<file path="config.mk">
export PLATFORM = sky130hd
export DESIGN_NAME = intc_prio
export DESIGN_NICKNAME = d
export VERILOG_FILES = /design/src/rtl/intc_prio_pkg.sv /design/src/rtl/intc_src_cell.sv /design/src/rtl/intc_arb.sv /design/src/rtl/intc_regif.sv /design/src/rtl/intc_prio.sv
export SDC_FILE = /design/constraint.sdc
export NUM_CORES = 1
export LEC_CHECK = 0
export BUFFER_PORTS_ARGS = -buffer_cell sky130_fd_sc_hd__buf_4
export CORE_ASPECT_RATIO = 0.8
export CORE_MARGIN = 5
export CORE_UTILIZATION = 50
export CTS_CLUSTER_SIZE = 40
export DETAILED_ROUTE_END_ITERATION = 8
export HOLD_SLACK_MARGIN = 0.02
export PLACE_DENSITY = 0.73
export SYNTH_ARGS = -nofsm -noshare
export SYNTH_HDL_FRONTEND = slang
export SYNTH_SLANG_ARGS = --single-unit
</file>
<file path="constraint.sdc">
create_clock -name clk_i -period 4.7 [get_ports clk_i]
set_input_delay 0.235 -clock clk_i [delete_from_list [all_inputs] [get_ports clk_i]]
set_output_delay 0.235 -clock clk_i [all_outputs]
set_load 0.03 [all_outputs]
</file>
<file path="src/rtl/intc_prio_pkg.sv">
package intc_prio_pkg;
  localparam int unsigned CTRL_W  = 5;
  localparam int unsigned PRIO_W  = 2;
  localparam int unsigned N_LVL   = 1 << PRIO_W;
  localparam int unsigned B_MASK  = 2;
  localparam int unsigned B_CTX   = 3;
  localparam int unsigned B_MAC   = 4;

  typedef enum logic [1:0] {
    MODE_VEC = 2'd0,
    MODE_CTX = 2'd1,
    MODE_MAC = 2'd2
  } disp_mode_e;

  typedef struct packed {
    logic              mac;
    logic              ctx;
    logic              mask;
    logic [PRIO_W-1:0] prio;
  } src_ctrl_t;
endpackage

</file>
<file path="src/rtl/intc_src_cell.sv">
module intc_src_cell
  import intc_prio_pkg::*;
(
  input  logic              clk_i,
  input  logic              rst_ni,
  input  logic              wr_i,
  input  logic [CTRL_W-1:0] wdata_i,
  input  logic [CTRL_W-1:0] wbe_i,
  input  logic              req_i,
  input  logic              clr_i,
  input  logic              ms_done_i,
  output src_ctrl_t         ctrl_o,
  output logic              pend_o
);
  src_ctrl_t ctrl_q, ctrl_d;
  logic      pend_q;

  always_comb begin
    ctrl_d = ctrl_q;
    if (wr_i) ctrl_d = src_ctrl_t'((ctrl_q & ~wbe_i) | (wdata_i & wbe_i));
    if (ms_done_i) ctrl_d.mac = 1'b0;  // hardware clear wins over write
  end

  always_ff @(posedge clk_i or negedge rst_ni) begin
    if (!rst_ni) begin
      ctrl_q.prio <= '1;
      ctrl_q.mask <= 1'b1;
      ctrl_q.ctx  <= 1'b0;
      ctrl_q.mac  <= 1'b0;
      pend_q      <= 1'b0;
    end else begin
      ctrl_q <= ctrl_d;
      if (req_i)      pend_q <= 1'b1;  // new request wins over ack
      else if (clr_i) pend_q <= 1'b0;
    end
  end

  assign ctrl_o = ctrl_q;
  assign pend_o = pend_q;
endmodule

</file>
<file path="src/rtl/intc_arb.sv">
module intc_arb
  import intc_prio_pkg::*;
#(
  parameter int unsigned N_SRC = 21,
  localparam int unsigned IDX_W = (N_SRC > 1) ? $clog2(N_SRC) : 1
) (
  input  logic [N_SRC-1:0]             elig_i,
  input  logic [N_SRC-1:0][PRIO_W-1:0] prio_i,
  output logic                         valid_o,
  output logic [IDX_W-1:0]             idx_o
);
  logic [N_LVL-1:0][N_SRC-1:0] lvl_vec;
  logic [N_SRC-1:0]            cand;

  for (genvar l = 0; l < N_LVL; l++) begin : g_lvl
    for (genvar s = 0; s < N_SRC; s++) begin : g_src
      assign lvl_vec[l][s] = elig_i[s] && (prio_i[s] == PRIO_W'(l));
    end
  end

  // pick the most urgent non-empty level
  always_comb begin
    cand = '0;
    for (int l = N_LVL - 1; l >= 0; l--) begin
      if (|lvl_vec[l]) cand = lvl_vec[l];
    end
  end

  // lowest index inside that level
  always_comb begin
    idx_o = '0;
    for (int s = N_SRC - 1; s >= 0; s--) begin
      if (cand[s]) idx_o = IDX_W'(s);
    end
  end

  assign valid_o = |elig_i;
endmodule

</file>
<file path="src/rtl/intc_regif.sv">
module intc_regif
  import intc_prio_pkg::*;
#(
  parameter int unsigned N_SRC = 21,
  localparam int unsigned IDX_W = (N_SRC > 1) ? $clog2(N_SRC) : 1
) (
  input  logic [IDX_W-1:0]      addr_i,
  input  logic                  wr_i,
  input  src_ctrl_t [N_SRC-1:0] ctrl_i,
  input  logic [N_SRC-1:0]      pend_i,
  output logic [N_SRC-1:0]      wsel_o,
  output logic [CTRL_W:0]       rdata_o
);
  logic in_range;

  assign in_range = ({1'b0, addr_i} < (IDX_W + 1)'(N_SRC));

  for (genvar s = 0; s < N_SRC; s++) begin : g_sel
    assign wsel_o[s] = wr_i && in_range && (addr_i == IDX_W'(s));
  end

  always_comb begin
    rdata_o = '0;
    if (in_range) rdata_o = {pend_i[addr_i], ctrl_i[addr_i]};
  end
endmodule

</file>
<file path="src/rtl/intc_prio.sv">
module intc_prio
  import intc_prio_pkg::*;
#(
  parameter int unsigned N_SRC = 21,
  localparam int unsigned IDX_W = (N_SRC > 1) ? $clog2(N_SRC) : 1
) (
  input  logic              clk_i,
  input  logic              rst_ni,
  input  logic [N_SRC-1:0]  req_i,
  input  logic [N_SRC-1:0]  ms_done_i,
  input  logic              ack_i,
  input  logic [IDX_W-1:0]  addr_i,
  input  logic              wr_i,
  input  logic [CTRL_W-1:0] wdata_i,
  input  logic [CTRL_W-1:0] wbe_i,
  output logic [CTRL_W:0]   rdata_o,
  output logic              irq_valid_o,
  output logic [IDX_W-1:0]  irq_id_o,
  output logic [1:0]        irq_mode_o
);
  src_ctrl_t [N_SRC-1:0]             ctrl;
  logic [N_SRC-1:0]                  pend;
  logic [N_SRC-1:0]                  mask_v;
  logic [N_SRC-1:0]                  mac_v;
  logic [N_SRC-1:0][PRIO_W-1:0]      prio_v;
  logic [N_SRC-1:0]                  wsel;
  logic [N_SRC-1:0]                  clr;
  logic [N_SRC-1:0]                  elig;
  disp_mode_e                        mode;

  intc_regif #(.N_SRC(N_SRC)) u_regif (
    .addr_i  (addr_i),
    .wr_i    (wr_i),
    .ctrl_i  (ctrl),
    .pend_i  (pend),
    .wsel_o  (wsel),
    .rdata_o (rdata_o)
  );

  for (genvar s = 0; s < N_SRC; s++) begin : g_src
    intc_src_cell u_cell (
      .clk_i     (clk_i),
      .rst_ni    (rst_ni),
      .wr_i      (wsel[s]),
      .wdata_i   (wdata_i),
      .wbe_i     (wbe_i),
      .req_i     (req_i[s]),
      .clr_i     (clr[s]),
      .ms_done_i (ms_done_i[s]),
      .ctrl_o    (ctrl[s]),
      .pend_o    (pend[s])
    );
    assign mask_v[s] = ctrl[s].mask;
    assign mac_v[s]  = ctrl[s].mac;
    assign prio_v[s] = ctrl[s].prio;
    assign elig[s]   = pend[s] && !ctrl[s].mask;
    assign clr[s]    = ack_i && irq_valid_o && (irq_id_o == IDX_W'(s));
  end

  intc_arb #(.N_SRC(N_SRC)) u_arb (
    .elig_i  (elig),
    .prio_i  (prio_v),
    .valid_o (irq_valid_o),
    .idx_o   (irq_id_o)
  );

  always_comb begin
    mode = MODE_VEC;
    if (ctrl[irq_id_o].mac)      mode = MODE_MAC;
    else if (ctrl[irq_id_o].ctx) mode = MODE_CTX;
  end

  assign irq_mode_o = mode;
endmodule

</file>
# Word-level counts from Yosys, hierarchy flattened
# Cells that the tools add are included.
[word_totals] elab_cells=613 register_bits=126 latch_bits=0 ram_bits=0 memories=0 romBits=0 output_inout_bits=14
[classes] multipliers=0 div=0 n_reduce_logical=240 bitwise=44 n_addsub=0 eq_ne=103 order_cmp=3 n_mux=118 shift=0
[op_table] operator="5-bit 2-to-1 mux" count=44
[op_table] operator="1-bit logical AND" count=149
[op_table] operator="5-bit AND" count=22
[op_table] operator="5-bit bitwise OR" count=21
[op_table] operator="21-bit OR reduction" count=5
[op_table] operator="2-bit equality test (second input constant)" count=42
[op_table] operator="21-bit 2-to-1 mux" count=4
[op_table] operator="2-bit nonzero test" count=42
[op_table] operator="5-bit by 4-bit equality test with 1-bit output (second input constant)" count=16
[op_table] operator="1-bit 2-to-1 mux" count=65
[op_table] operator="5-bit binary-select mux with 5-bit select" count=2
[op_table] operator="5-bit equality test (second input constant)" count=10
[op_table] operator="2-bit by 1-bit equality test with 1-bit output (second input constant)" count=21
[op_table] operator="2-bit logical NOT" count=21
[op_table] operator="5-bit by 3-bit equality test with 1-bit output (second input constant)" count=8
[op_table] operator="1-bit logical NOT" count=21
[op_table] operator="5-bit by 2-bit equality test with 1-bit output (second input constant)" count=4
[op_table] operator="5-bit by 6-bit less-than comparator with 1-bit output (second input constant)" count=2
[op_table] operator="5-bit by 1-bit equality test with 1-bit output (second input constant)" count=2
[op_table] operator="5-bit logical NOT" count=2
[op_table] operator="6-bit 2-to-1 mux" count=1
[op_table] operator="1-bit binary-select mux with 5-bit select" count=1
[op_table] operator="5-bit less-than comparator (second input constant)" count=1
[op_table] operator="5-bit inverter" count=1
[op_table] operator="2-bit 2-to-1 mux" count=1

# Longest topological paths before layout
[logic_depth] word_depth=33 depth_mapped=18 ltp_nobuf=15

# Cells and area by module
# Synthesis repeated with hierarchy kept, for this count alone.
[unflattened] cells_unflattened=907 hier_area_um2=9301.4
[modules_own_cells] mod="intc_src_cell" cells_each=19 instances=21 area_each_um2=260.2
[modules_own_cells] mod="intc_arb" cells_each=280 instances=1 area_each_um2=1828.0
[modules_own_cells] mod="intc_regif" cells_each=135 instances=1 area_each_um2=1251.2
[modules_own_cells] mod="intc_prio" cells_each=93 instances=1 area_each_um2=757.0

# Least setup slack after synthesis
# Ideal clock, no wire load.
[synth_path] kind="register to output" start="reg with a tool-made name" end="out irq_mode_o[0]" t_required_ps=4465 path_slack_ps=-127 t_arrival_ps=4592 path_stages_with_launch=19 n_path_buf=3 path_cell_list="dfstp_2 -> buf_2 -> nor2b_1 -> a221o_1 -> or4_1 -> buf_2 -> or2_0 -> buf_2 -> mux2i_1 -> o32ai_1 -> and2b_1 -> o221ai_1 -> a31o_2 -> nand2_1 -> inv_1 -> a211oi_2 -> a32oi_1 -> or3b_1 -> a221oi_2"
[synth_rtl] element="end, declared" line_no="intc_prio.sv:19" text="output logic [1:0] irq_mode_o"

==> results.ini <==
[run_status]
outcome = finished, violations left
violations = negative setup slack

[global_route]
grt_pass1_wl_um = 62100
gr-usage-all-layers_pct = 40.2
grt_overflow = 0
grt_max_degree = 54
grt_pass1_vias = 9487
grt_antenna_before_repair = 1

[placement]
dp_cells = 1405
placed_area_um2 = 11300
dp_hpwl_um = 32200
gp_congestion = 1.11
port_buffers = 74

[die]
fp.dieW_um = 161
die_area_um2 = 20900
core-area_um2 = 18000
top_level_ports = 75
initial_core_util_pct = 50.3
die_h_um = 130
rows = 44

[job]
drv_cap = 0

[finish]
layout_common_cells = buf_4, nand2_1, mux2_2, dfstp_2, dfrtp_1
final_cell_area_um2 = 13000
final.fill_count = 1322
fin_nets = 1324
drive_gt1_share_pct = 48.1
utilization_pct = 72.4
final_common_cell = buf_4
fin_cells = 1506
area.growth.synth_to_final_pct = 43.8
diodes = 0

[hold_path]
hp-class = in2reg
hp-start = req_i[15]

[synth]
synth_top_area_cell = dfstp_2
syn_inst = 941
synth_nets = 1002
synth_xor_area_share_pct = 0.387
synthArstFlopShare_pct = 100
yosys_register_bits = 126
synth_top_family_by_area = simple AND/OR/NAND/NOR gates
yosys_warnings = 0
syn_area_per_cell_um2 = 9.63
synth_edf_count = 0
yosysSeqAreaShare_pct = 35.7
synthAdderAreaFrac_pct = 0
synth_compound_gate_area_share_pct = 16.5
synth_flop_cell = dfstp_2
syn-cell-area_um2 = 9060
yosysUniqueCellTypes = 88
synth.top_cells.by_area = dfstp_2, dfrtp_1, mux2_2
synth_top_area_share_pct = 18.3
yosys.area_share.simple_pct = 23.7
synthMuxAreaShare_pct = 20.2

[sta]
tightest_slew_ns = 1.44
fmax_ghz = 0.191
drv_slew = 0
finalSetupViolCount = 2
period_needed_ns = 5.22
setup_ws_ns = -0.522
rsz0062_at_grt = true
hold_viol = 0
fin_crit_sh_pct = 111
skew_ns = 0.0126
slew_headroom_pct = 3.41
whs_ns = 0.0322

[critical_path]
worstPathArrival_ns = 4.99
slowest_stage = nor4bb_1
path_buf_inv = 5
crit_chain = nor4bb_1 > a2111oi_2 > nand4_1 > buf_4 > nor4_4 > buf_6 > nand2b_1 > o211a_1 > buf_4 > or3_4 > a211o_4 > buf_6 > o22ai_4 > mux2i_1 > a32oi_1 > or3b_4 > a221oi_4 > buf_6
r2r_cells = 21
required_ns = 4.47
cp-end-kind = primary output
critical_path.top_delay_family = simple AND/OR/NAND/NOR gates
cp_common_cell = buf_6
path_class = reg2out
worst_path_largest_cell_delay_ns = 0.61
worst-path-stages = 18
r2r-end = g_src[0].u_cell.pend_o$_DFFE_PN0P_
cp-start-kind = register
rrSetupSlack_ns = 0.18
endpoint = irq_mode_o[0]
cp_max_fo = 8

[power]
ir_worst_vdd_v = 0.000289
p_leak_nw = 5.26
design_power_total_mw = 5.14
power_density_nw_per_um2 = 395

[clock_tree]
clkTransAtPathRegs_ns = 0.07
cts_buffers = 17
cts_root_buf = clkbuf_16
clock_latency_ns = 0.44
cts_buffer_depth = 2
clkSinkCount = 126
h-tree-depth = 4
cts_tree = built

[detailed_routing]
routed_via_density = 6.70
detail-route-antenna-nets = 0
wl_per_cell_um = 28.3
vias = 10100
drtIter0Drc = 1509
routed_wirelength_um = 42600
route.detailed.drc = 0
dr.pass1.iters = 6

==> how the worst min path moves through the flow <==
stage	to	cells after the start
after floorplan	async pin	0
final	g_src[15].u_cell.pend_o$_DFFE_PN0P_	2
after global placement	g_src[5].u_cell.pend_o$_DFFE_PN0P_	1
after detailed placement	g_src[5].u_cell.pend_o$_DFFE_PN0P_	1
after global routing	g_src[12].u_cell.pend_o$_DFFE_PN0P_	2
after CTS	g_src[15].u_cell.pend_o$_DFFE_PN0P_	2
==> Yosys cell counts (5+ instances only) <==
library cell and number:
or3_1 5, o211ai_1 10, nor2_1 42, nand2b_1 34
o32ai_1 6, o32a_1 5, nand4_1 10, nor2b_1 13
mux2i_1 6, a21o_1 24, buf_1 15, a31oi_1 10
nand2_1 177, a21oi_1 35, nor4bb_1 23, nand3_1 27
o221ai_1 10, mux2_2 85, o31ai_1 5, nor3b_1 8
nor3_1 17, o22ai_1 7, clkbuf_1 20, inv_1 35
o21ai_0 18, dfstp_2 63, and2_1 7, a22oi_1 6
dfrtp_1 63, buf_2 5, nor4_1 6, nor4b_1 7
mux4_2 36
==> through the flow <==
| stage | setup slack, ns | setup TNS (ns) |
|---|---|---|
| after floorplan | 0.0791 | 0 |
| after CTS | -0.480 | -0.919 |
| after global routing | -0.590 | -1.20 |
| after global placement | -0.323 | -0.649 |
| final | -0.522 | -0.993 |
| after detailed placement | -0.329 | -0.693 |
==> cells by family after synthesis <==
| family | Yosys count |
|---|---|
| AO/OA/AOI/OAI | 194 |
| XOR/XNOR | 4 |
| buffers and inverters | 80 |
| flip-flops | 126 |
| multiplexers | 127 |
| AND/OR/NAND/NOR | 410 |
==> cell type report <==
| cell class | count | area (um2) | area share [%] |
|---|---|---|---|
| flip-flops and latches | 126 | 3230 | 24.8 |
| clock inverters | 13 | 131 | 1.01 |
| repair buffers | 346 | 2770 | 21.2 |
| inverters | 36 | 139 | 1.07 |
| well taps | 230 | 288 | 2.21 |
| multi-input cells | 736 | 5990 | 46.0 |
| clock buffers | 19 | 475 | 3.65 |
==> metal layers <==
layer	GRT usage (%)	wire [um]	up-vias
li1	-	-	4190
met1	57.2	16800	4958
met2	58.8	17900	803
met3	12.1	6270	136
met4	14.0	1710	2
met5	0	13	-
==> timing repair <==
action / 4_1_cts / 5_1_grt
pin swaps: 22 / 34
setup buffers: 15 / 14
cloned: 1 / 0
endpoints found under the setup margin: 16 / 16
hold buffers: 41 / 0
endpoints found under the hold margin: 57 / 0
gates resized for setup: 31 / 79
==> where the power goes <==
part	total, mW	leakage, nW	switching [mW]	internal (mW)
Clock	1.39	0.294	0.621	0.770
Sequential	1.40	1.41	0.156	1.25
Combinational	2.35	3.55	1.22	1.13
No activity file was read; power rests on OpenSTA's default activity.
